## src/rtl/hc_pkg.sv

```systemverilog
`timescale 1ns/1ps
package hc_pkg;

    // Smallest r with 2^r >= m + r + 1.
    function automatic int hc_ham_bits(int msg_w);
        int r;
        r = 1;
        while ((1 << r) < msg_w + r + 1) r++;
        return r;
    endfunction

    function automatic bit hc_is_pow2(int p);
        return (p & (p - 1)) == 0;
    endfunction

    // Codeword position (from 1) of message bit k: k-th non-power-of-two index.
    function automatic int hc_data_pos(int k);
        int seen;
        seen = 0;
        for (int p = 3; p < 65536; p++) begin
            if (!hc_is_pow2(p)) begin
                if (seen == k) return p;
                seen++;
            end
        end
        return 0;
    endfunction

endpackage

```

## src/rtl/hc_enc.sv

```systemverilog
`timescale 1ns/1ps
module hc_enc
    import hc_pkg::*;
#(
    parameter int MSG_W   = 8,
    parameter bit ONE_PAR = 1'b0,
    parameter bit HAS_OV  = 1'b1,
    parameter int NH      = 4,
    parameter int PAR_W   = 5
) (
    input  logic             clk,
    input  logic             rst,
    input  logic             en,
    input  logic [MSG_W-1:0] msg,
    output logic [MSG_W-1:0] data_o,
    output logic [PAR_W-1:0] par_o
);

    typedef struct packed {
        logic [MSG_W-1:0] data;
        logic [PAR_W-1:0] par;
    } enc_st_t;

    enc_st_t st_d, st_q;
    logic [NH-1:0]    pos_tab [MSG_W];
    logic [NH-1:0]    ham;
    logic [PAR_W-1:0] par_calc;

    for (genvar k = 0; k < MSG_W; k++) begin : g_pos
        localparam int P = hc_data_pos(k);
        assign pos_tab[k] = ONE_PAR ? '0 : NH'(P);
    end

    always_comb begin
        ham = '0;
        for (int k = 0; k < MSG_W; k++) begin
            if (msg[k]) ham = ham ^ pos_tab[k];
        end
    end

    if (ONE_PAR) begin : g_single
        assign par_calc = ^msg;
    end else if (HAS_OV) begin : g_ov
        assign par_calc = {(^msg) ^ (^ham), ham};
    end else begin : g_plain
        assign par_calc = ham;
    end

    always_comb begin
        st_d = st_q;
        if (en) begin
            st_d.data = msg;
            st_d.par  = par_calc;
        end
    end

    always_ff @(posedge clk or posedge rst) begin
        if (rst) st_q <= '0;
        else     st_q <= st_d;
    end

    assign data_o = st_q.data;
    assign par_o  = st_q.par;

    p_enc_hold_r9: assert property (@(posedge clk) disable iff (rst)
        !en |=> ($stable(data_o) && $stable(par_o)));

endmodule

```

## src/rtl/hc_dec.sv

```systemverilog
`timescale 1ns/1ps
module hc_dec
    import hc_pkg::*;
#(
    parameter int MSG_W   = 8,
    parameter bit ONE_PAR = 1'b0,
    parameter bit HAS_OV  = 1'b1,
    parameter bit CORR_EN = 1'b1,
    parameter int NH      = 4,
    parameter int PAR_W   = 5,
    parameter int N       = 12
) (
    input  logic             clk,
    input  logic             rst,
    input  logic             en,
    input  logic [MSG_W-1:0] data_i,
    input  logic [PAR_W-1:0] par_i,
    output logic [MSG_W-1:0] data_o,
    output logic             fix_o,
    output logic             det_o
);

    typedef struct packed {
        logic [MSG_W-1:0] data;
    } dec_st_t;

    dec_st_t st_d, st_q;
    logic [NH-1:0]    pos_tab [MSG_W];
    logic [NH-1:0]    ham;
    logic [NH-1:0]    syn;
    logic             ov_fail;
    logic             err;
    logic             single;
    logic             fix;
    logic [MSG_W-1:0] repaired;

    for (genvar k = 0; k < MSG_W; k++) begin : g_pos
        localparam int P = hc_data_pos(k);
        assign pos_tab[k] = ONE_PAR ? '0 : NH'(P);
    end

    always_comb begin
        ham = '0;
        if (ONE_PAR) begin
            ham[0] = ^data_i;
        end else begin
            for (int k = 0; k < MSG_W; k++) begin
                if (data_i[k]) ham = ham ^ pos_tab[k];
            end
        end
        syn     = par_i[NH-1:0] ^ ham;
        ov_fail = HAS_OV ? ((^data_i) ^ (^par_i)) : 1'b0;
        err     = (syn != '0) || ov_fail;
        if (ONE_PAR)     single = 1'b0;
        else if (HAS_OV) single = ov_fail;
        else             single = err;
        // A syndrome beyond the codeword length cannot be a single error.
        fix      = CORR_EN && single && (int'(syn) <= N);
        repaired = data_i;
        if (fix) begin
            for (int k = 0; k < MSG_W; k++) begin
                if (pos_tab[k] == syn) repaired[k] = ~data_i[k];
            end
        end
    end

    assign fix_o = fix;
    assign det_o = err && !fix;

    always_comb begin
        st_d = st_q;
        if (en) st_d.data = repaired;
    end

    always_ff @(posedge clk or posedge rst) begin
        if (rst) st_q <= '0;
        else     st_q <= st_d;
    end

    assign data_o = st_q.data;

    p_dec_hold_r9: assert property (@(posedge clk) disable iff (rst)
        !en |=> $stable(data_o));

    p_clean_pass_r1: assert property (@(posedge clk) disable iff (rst)
        (en && !fix_o && !det_o) |=> (data_o == $past(data_i)));

endmodule

```

## src/rtl/hc_sat_cnt.sv

```systemverilog
`timescale 1ns/1ps
module hc_sat_cnt #(
    parameter int CNT_W = 16
) (
    input  logic             clk,
    input  logic             rst,
    input  logic             en,
    input  logic             clr,
    input  logic             hit,
    output logic [CNT_W-1:0] cnt_o
);

    localparam logic [CNT_W-1:0] CNT_MAX = '1;

    typedef struct packed {
        logic [CNT_W-1:0] cnt;
    } cnt_st_t;

    cnt_st_t st_d, st_q;

    always_comb begin
        st_d = st_q;
        if (clr)
            st_d.cnt = '0;
        else if (en && hit && st_q.cnt != CNT_MAX)
            st_d.cnt = st_q.cnt + 1'b1;
    end

    always_ff @(posedge clk or posedge rst) begin
        if (rst) st_q <= '0;
        else     st_q <= st_d;
    end

    assign cnt_o = st_q.cnt;

    p_clr_zero_r8: assert property (@(posedge clk) disable iff (rst)
        clr |=> (cnt_o == '0));

    p_sat_hold_r7: assert property (@(posedge clk) disable iff (rst)
        (cnt_o == CNT_MAX && !clr) |=> (cnt_o == CNT_MAX));

    p_step_r7: assert property (@(posedge clk) disable iff (rst)
        !clr |=> ((cnt_o == $past(cnt_o)) || (cnt_o == $past(cnt_o) + 1'b1)));

    p_idle_hold_r9: assert property (@(posedge clk) disable iff (rst)
        (!en && !clr) |=> $stable(cnt_o));

endmodule

```

## src/rtl/hc_codec_top.sv

```systemverilog
`timescale 1ns/1ps
module hc_codec_top
    import hc_pkg::*;
#(
    parameter int MSG_W   = 8,
    parameter int CNT_W   = 16,
    parameter bit USE_OV  = 1'b1,
    parameter bit CORR_EN = 1'b1,
    parameter bit ONE_PAR = 1'b0,
    localparam int NH     = ONE_PAR ? 1 : hc_ham_bits(MSG_W),
    localparam bit HAS_OV = USE_OV && !ONE_PAR,
    localparam int PAR_W  = NH + (HAS_OV ? 1 : 0),
    localparam int N      = MSG_W + NH
) (
    input  logic             clk,
    input  logic             rst,
    input  logic             enc_en,
    input  logic [MSG_W-1:0] enc_msg,
    output logic [MSG_W-1:0] enc_data,
    output logic [PAR_W-1:0] enc_par,
    input  logic             dec_en,
    input  logic [MSG_W-1:0] dec_data,
    input  logic [PAR_W-1:0] dec_par,
    input  logic             cnt_clr,
    output logic [MSG_W-1:0] dec_out,
    output logic [CNT_W-1:0] fix_cnt,
    output logic [CNT_W-1:0] det_cnt
);

    logic fix_hit;
    logic det_hit;

    hc_enc #(
        .MSG_W(MSG_W), .ONE_PAR(ONE_PAR), .HAS_OV(HAS_OV),
        .NH(NH), .PAR_W(PAR_W)
    ) i_enc (
        .clk(clk), .rst(rst), .en(enc_en), .msg(enc_msg),
        .data_o(enc_data), .par_o(enc_par)
    );

    hc_dec #(
        .MSG_W(MSG_W), .ONE_PAR(ONE_PAR), .HAS_OV(HAS_OV), .CORR_EN(CORR_EN),
        .NH(NH), .PAR_W(PAR_W), .N(N)
    ) i_dec (
        .clk(clk), .rst(rst), .en(dec_en), .data_i(dec_data), .par_i(dec_par),
        .data_o(dec_out), .fix_o(fix_hit), .det_o(det_hit)
    );

    hc_sat_cnt #(.CNT_W(CNT_W)) i_fix_cnt (
        .clk(clk), .rst(rst), .en(dec_en), .clr(cnt_clr), .hit(fix_hit),
        .cnt_o(fix_cnt)
    );

    hc_sat_cnt #(.CNT_W(CNT_W)) i_det_cnt (
        .clk(clk), .rst(rst), .en(dec_en), .clr(cnt_clr), .hit(det_hit),
        .cnt_o(det_cnt)
    );

    if (ONE_PAR || !CORR_EN) begin : g_no_fix
        p_no_fix_r5: assert property (@(posedge clk) disable iff (rst)
            fix_cnt == '0);
    end

endmodule

```

## config.mk

```make
export PLATFORM = sky130hd
export DESIGN_NAME = hc_codec_top
export DESIGN_NICKNAME = d
export VERILOG_FILES = /design/src/rtl/hc_pkg.sv /design/src/rtl/hc_enc.sv /design/src/rtl/hc_dec.sv /design/src/rtl/hc_sat_cnt.sv /design/src/rtl/hc_codec_top.sv
export SDC_FILE = /design/constraint.sdc
export NUM_CORES = 1
export LEC_CHECK = 0
export ABC_AREA = 1
export BUFFER_PORTS_ARGS = -buffer_cell sky130_fd_sc_hd__buf_2
export CAP_MARGIN = 20
export CORE_MARGIN = 3
export CORE_UTILIZATION = 30
export DETAILED_ROUTE_END_ITERATION = 8
export SKIP_LAST_GASP = 1
export SLEW_MARGIN = 30
export SYNTH_ARGS = -nofsm -noshare
export SYNTH_HDL_FRONTEND = slang
export SYNTH_SLANG_ARGS = --single-unit
```

## constraint.sdc

```tcl
create_clock -name clk -period 2.4 [get_ports clk]
set_clock_uncertainty 0.05 [all_clocks]
set_input_delay 0.48 -clock clk [delete_from_list [all_inputs] [get_ports clk]]
set_output_delay 0.48 -clock clk [all_outputs]
set_load 0.05 [all_outputs]
```

==> results of run 1 <==
==> flip-flops by register name, summed over array words and instances, names as in the netlist <==
register,cells
i_fix_cnt.cnt_o,16
i_dec.data_o,8
i_enc.par_o,5
i_enc.data_o,8
i_det_cnt.cnt_o,16
==> per-layer routing <==
layer | global-route usage | share of wire
met5 | 0 | 0
met4 | 0.03297 | 0.011
met3 | 0.03172 | 0.064
met2 | 0.2497 | 0.47
met1 | 0.1968 | 0.45
==> cells by family after synthesis <==
kind of cell | count (synthesis) | share of synthesized area
buf+inv | 63 | 0.07107
compound gates | 15 | 0.02136
simple gates | 396 | 0.4561
xor+xnor | 39 | 0.09109
fa+ha+maj | 2 | 0.006672
flops | 53 | 0.3537
==> layout make-up <==
| class | count | area [um2] | share of cell area |
|---|---|---|---|
| sequential | 53 | 1326 | 0.2936 |
| timing repair buffer | 87 | 470.5 | 0.1042 |
| tap | 168 | 210.2 | 0.04654 |
| clock buffer | 5 | 125.1 | 0.02770 |
| multi-input combinational | 452 | 2157 | 0.4776 |
| inverter | 49 | 183.9 | 0.04072 |
| clock inverter | 3 | 43.79 | 0.009695 |
==> path summary, 6_finish.rpt <==
kind,to,start
min in group clk,i_enc.data_o[5]$_DFFE_PP0P_,enc_msg[5]
setup / recovery,i_det_cnt.cnt_o[2]$_DFFE_PP0P_,i_det_cnt.cnt_o[0]$_DFFE_PP0P_
setup reg to reg,i_det_cnt.cnt_o[2]$_DFFE_PP0P_,i_det_cnt.cnt_o[0]$_DFFE_PP0P_
hold reg to reg,i_enc.data_o[5]$_DFFE_PP0P_,i_enc.data_o[5]$_DFFE_PP0P_
max in group asynchronous,i_dec.data_o[7]$_DFFE_PP0P_,rst
hold / removal,i_fix_cnt.cnt_o[0]$_DFFE_PP0P_,rst
==> worst max-delay path: cells and delay by family, from the launching register on <==
family | cells | cell delay (ns)
adder cells (fa/ha/maj) | 1 | 0.23
flip-flops | 1 | 0.42
AND/OR/NAND/NOR | 11 | 1.25
==> report_power, final <==
part           total (W)  switching, W  leakage (nW)  internal [W]
clock           0.000838      0.000343        0.0842      0.000495
sequential       0.00100     0.0000469         0.699      0.000954
combinational   0.000773      0.000570          1.65      0.000203
total            0.00261      0.000960          2.43       0.00165
==> synthesized netlist by cell type, drive strengths merged <==
library cell	n
a31oi	1
dfrtp	53
nor4	2
nand4	13
nand3	71
buf	7
xnor2	11
nand2	237
xor2	28
nor2	60
nor3b	2
or2	1
o21ai	14
clkbuf	7
clkinv	1
nor3	10
inv	48
ha	2
==> per-stage QoR <==
stage	hold WS, ns	setup WS, ns	cell area, um2
4_1_cts	0.1831	0.3333	4517
2_1_floorplan	0.5434	0.2126	3750
3_5_place_dp	0.4076	0.1627	4348
3_3_place_gp	0.4021	0.2220	4348
6_report	0.1608	0.3330	4517
5_1_grt	0.2059	0.03522	4517
==> flow_summary.ini, run 1 <==
[detailed_routing]
drcViolationCount = 0
drtIter0Drc = 270
vias_per_cell = 4.707
vias = 3846
antenna_left = 0
drt-total-wl_um = 10100
routedWlPerCell_um = 12.36
drt_first_pass_iters = 5

[placed_design]
place_congestion = 0.9259
dp_hpwl_um = 7824
place_inst = 809
io_buffers = 78

[clock_tree]
max-clock-path-buffers = 2
cts_max_level = 2
path_clk_slew_ns = 0.07
cts_buffers = 5
cts.sinks = 53
cts_setup_buffers = 0
clkLatencyLatePin_ns = 0.29
ctsResizeCount = 0
hold_buffers = 0
cts_root_buffer = clkbuf_16
cts_tree = yes

[floorplanning]
die_h_um = 117.8
start_util = 0.3096
core.rowCount = 40
io_pins = 79
dieArea_mm2 = 0.01388
die_w_um = 117.8
coreArea_mm2 = 0.01211

[grt]
antenna_found_initial = 0
grt_pass1_wl_um = 17580
grt_usage = 0.1486
grt.overflow.total = 0
grt_pass1_vias = 3736
grt_max_degree = 32

[critical_path]
cp-end-kind = register
critical_path.max_stage_delay_ns = 0.42
required_ns = 2.54
cp_max_fo = 12
cp_slowest_cell = dfrtp_1
crit_path_cell_trace = ha_1 -> nand2_1 -> nor2_1 -> nand4_1 -> nor2_1 -> nand3_1 -> nand2_1 -> nor2_4 -> nand2_4 -> nand2_2 -> nand2_1 -> nand2_1
reg2reg_slack_ns = 0.33
worstPathArrival_ns = 2.20
rr_worst_depth = 12
cp_common_cell = nand2_1
critical_path_class = register to register
setup.worst_path.start_class = register

[final_layout]
drive_gt1_frac = 0.1849
n_antenna_cell = 0
instances_no_fill = 817
final_common_cell = nand2_1
finalNetCount = 676
syn_to_final_growth_pct = 20.45
final_util = 0.3729
mostFrequentLayoutCells = nand2_1 (226), buf_2 (78), nand3_1 (70)
nFillCells = 1341

[worst_hold_path]
min_path_type = input pin to async pin

[synth]
synth_area_leader_cell = dfrtp_1
avgSynthCellArea_um2 = 6.602
synth_sequential_area_ratio = 0.3537
syn_area_mm2 = 0.003750
yosys_warnings = 0
synth_area_leaders = dfrtp_1 (35%), nand2_1 (23%), nand3_1 (9.3%)
ys_seq_elements = 53
synthCells = 568
ys_types = 27
yosysTopAreaCellShare = 0.3537
syn_nets = 596

[sta]
rsz0062_at_grt = false
fmax_mhz = 483.8
setup_viol = 0
fin_crit_sh = 0.8612
min_period_ns = 2.067
slew_violations = 0
hold_violations = 0
finalSetupTns_ns = 0
maxSlewHeadroom = 0.6509
worst_pin_slew_ns = 0.5228

[power]
finalPower_w = 0.002612
leakage_nw = 2.428
vdd_drop_max_mv = 0.3276
power_density_mw_per_mm2 = 578.3

[run_status]
outcome = finished, final reports clean

[job]
drv_cap = 0
Note: power is estimated with default switching activity, not from simulation.
==> inputs of run 2 (changes only) <==
--- a/config.mk
+++ b/config.mk
@@ -10,6 +10,7 @@
 export CAP_MARGIN = 20
 export CORE_MARGIN = 3
 export CORE_UTILIZATION = 30
+export CTS_BUF_LIST = sky130_fd_sc_hd__clkbuf_2
 export DETAILED_ROUTE_END_ITERATION = 8
 export SKIP_LAST_GASP = 1
 export SLEW_MARGIN = 30
==> constraint.sdc (replaced) <==
create_clock -name clk -period 2.59 [get_ports clk]
set_clock_uncertainty 0.05 [all_clocks]
set_input_delay 0.518 -clock clk [delete_from_list [all_inputs] [get_ports clk]]
set_output_delay 0.518 -clock clk [all_outputs]
set_load 0.05 [all_outputs]
==> flow_summary.ini, run 2 (synthesis gave the netlist of run 1 again) <==
[grt]
use_met3 = 0.02739
met1_usage = 0.1857
met2_usage = 0.2447
grt_usage = 0.1422
grt_max_degree = 32
antenna_found_initial = 0
grt.overflow.total = 0
grt_pass1_vias = 3665
busiest_layer = met2
grt_pass1_wl_um = 16970

[floorplanning]
io_pins = 79
die_w_um = 117.8
coreArea_mm2 = 0.01211
core.rowCount = 40
start_util = 0.3096
die_h_um = 117.8
dieArea_mm2 = 0.01388

[critical_path]
r2r_start = i_det_cnt.cnt_o[0]$_DFFE_PP0P_
reg2reg_slack_ns = 0.46
critical_path_class = register to register
cp-end-kind = register
worstPathArrival_ns = 2.46
startpoint = i_det_cnt.cnt_o[0]$_DFFE_PP0P_
rr_worst_depth = 12
r2r_end = i_det_cnt.cnt_o[4]$_DFFE_PP0P_
crit_path_end = i_det_cnt.cnt_o[4]$_DFFE_PP0P_
setup.worst_path.start_class = register
required_ns = 2.92
cp_max_fo = 12

[placed_design]
io_buffers = 78
dp_hpwl_um = 7613
placed_area_mm2 = 0.004333
place_congestion = 1.004

[clock_tree]
clkLatencyLatePin_ns = 0.44
cts_tree = yes
ctsResizeCount = 0
cts_buffers = 5
hold_buffers = 1
max-clock-path-buffers = 2
path_clk_slew_ns = 0.28
cts_max_level = 2
cts_setup_buffers = 0
cts_root_buffer = clkbuf_2
cts.sinks = 53

[sta]
setup_viol = 0
finalSetupTns_ns = 0
fin_crit_sh = 0.8209
fmax_mhz = 470.4
maxSlewHeadroom = 0.6597
hold_violations = 0
holdWs_ns = 0.2288
min_period_ns = 2.126
slew_violations = 0
worst_pin_slew_ns = 0.5097
rsz0062_at_grt = false

[detailed_routing]
vias_per_cell = 4.625
drtIter0Drc = 238
antenna_left = 0
vias = 3774
drcViolationCount = 0
routedWlPerCell_um = 11.99
drt_first_pass_iters = 4
drt-total-wl_um = 9785

[final_layout]
nFillCells = 1351
drive_gt1_frac = 0.1821
mostFrequentLayoutCells = nand2_1 (226), buf_2 (78), nand3_1 (70)
final_common_cell = nand2_1
finalNetCount = 675
n_antenna_cell = 0
fin_area_mm2 = 0.004437
syn_to_final_growth_pct = 18.32
regArea_mm2 = 0.001326
multiInputGateArea_mm2 = 0.002157

[run_status]
outcome = finished, final reports clean

[power]
vdd_drop_max_mv = 0.2419
leakage_nw = 2.392
power_density_mw_per_mm2 = 492.6
finalPower_w = 0.002186

[worst_hold_path]
min_path_type = input pin to register

[job]
drv_cap = 0
==> run 2: per-layer routing <==
layer  wire length, um  vias to the layer above
met5                 0                        -
met4               105                        0
met3               579                       10
met2              4604                       96
met1              4495                     1726
li1                  -                     1942
==> run 2: worst min path at each step <==
stage / from / endpoint / slack [ns] / cells after the start
after floorplan: enc_msg[7] / i_enc.data_o[7]$_DFFE_PP0P_ / 0.58 / 2
after global placement: i_enc.data_o[2]$_DFFE_PP0P_ / i_enc.data_o[2]$_DFFE_PP0P_ / 0.40 / 2
final: enc_msg[5] / i_enc.data_o[5]$_DFFE_PP0P_ / 0.23 / 3
after global routing: enc_msg[5] / i_enc.data_o[5]$_DFFE_PP0P_ / 0.16 / 3
after CTS: enc_msg[5] / i_enc.data_o[5]$_DFFE_PP0P_ / 0.18 / 3
after detailed placement: i_enc.data_o[5]$_DFFE_PP0P_ / i_enc.data_o[5]$_DFFE_PP0P_ / 0.41 / 2
==> run 2: area by class of cell <==
type | instances | share of cell area
timing repair buffer | 86 | 0.1049
multi-input combinational | 452 | 0.4862
clock inverter | 3 | 0.01551
sequential | 53 | 0.2989
inverter | 49 | 0.04146
clock buffer | 5 | 0.005640
tap | 168 | 0.04738
==> run 2: power breakdown <==
part / switching [W] / total, W / internal [W]
clock: 0.000281 / 0.000544 / 0.000263
combinational: 0.000526 / 0.000712 / 0.000186
sequential: 0.0000437 / 0.000929 / 0.000886
total: 0.000850 / 0.00219 / 0.00134
==> run 2: through the flow <==
step | setup slack, ns | util | std cells
after CTS | 0.4293 | 0.3663 | 816
final | 0.4639 | 0.3663 | 816
after detailed placement | 0.3349 | 0.3577 | 807
after global placement | 0.3857 | 0.3577 | 807
after floorplan | 0.4026 | - | 568
after global routing | 0.1960 | 0.3663 | 816
==> run 2: worst max-delay path: stages, from the launching register on <==
cell and delay (ns):
dfrtp_1 0.49, ha_1 0.23, nand2_1 0.11, nor2_1 0.23, nand4_1 0.11, nor2_1 0.13, nand3_1 0.10, nand2_1 0.11
nor2_4 0.06, nand2_4 0.12, nand2_2 0.17, nand2_1 0.11, nand2_1 0.06
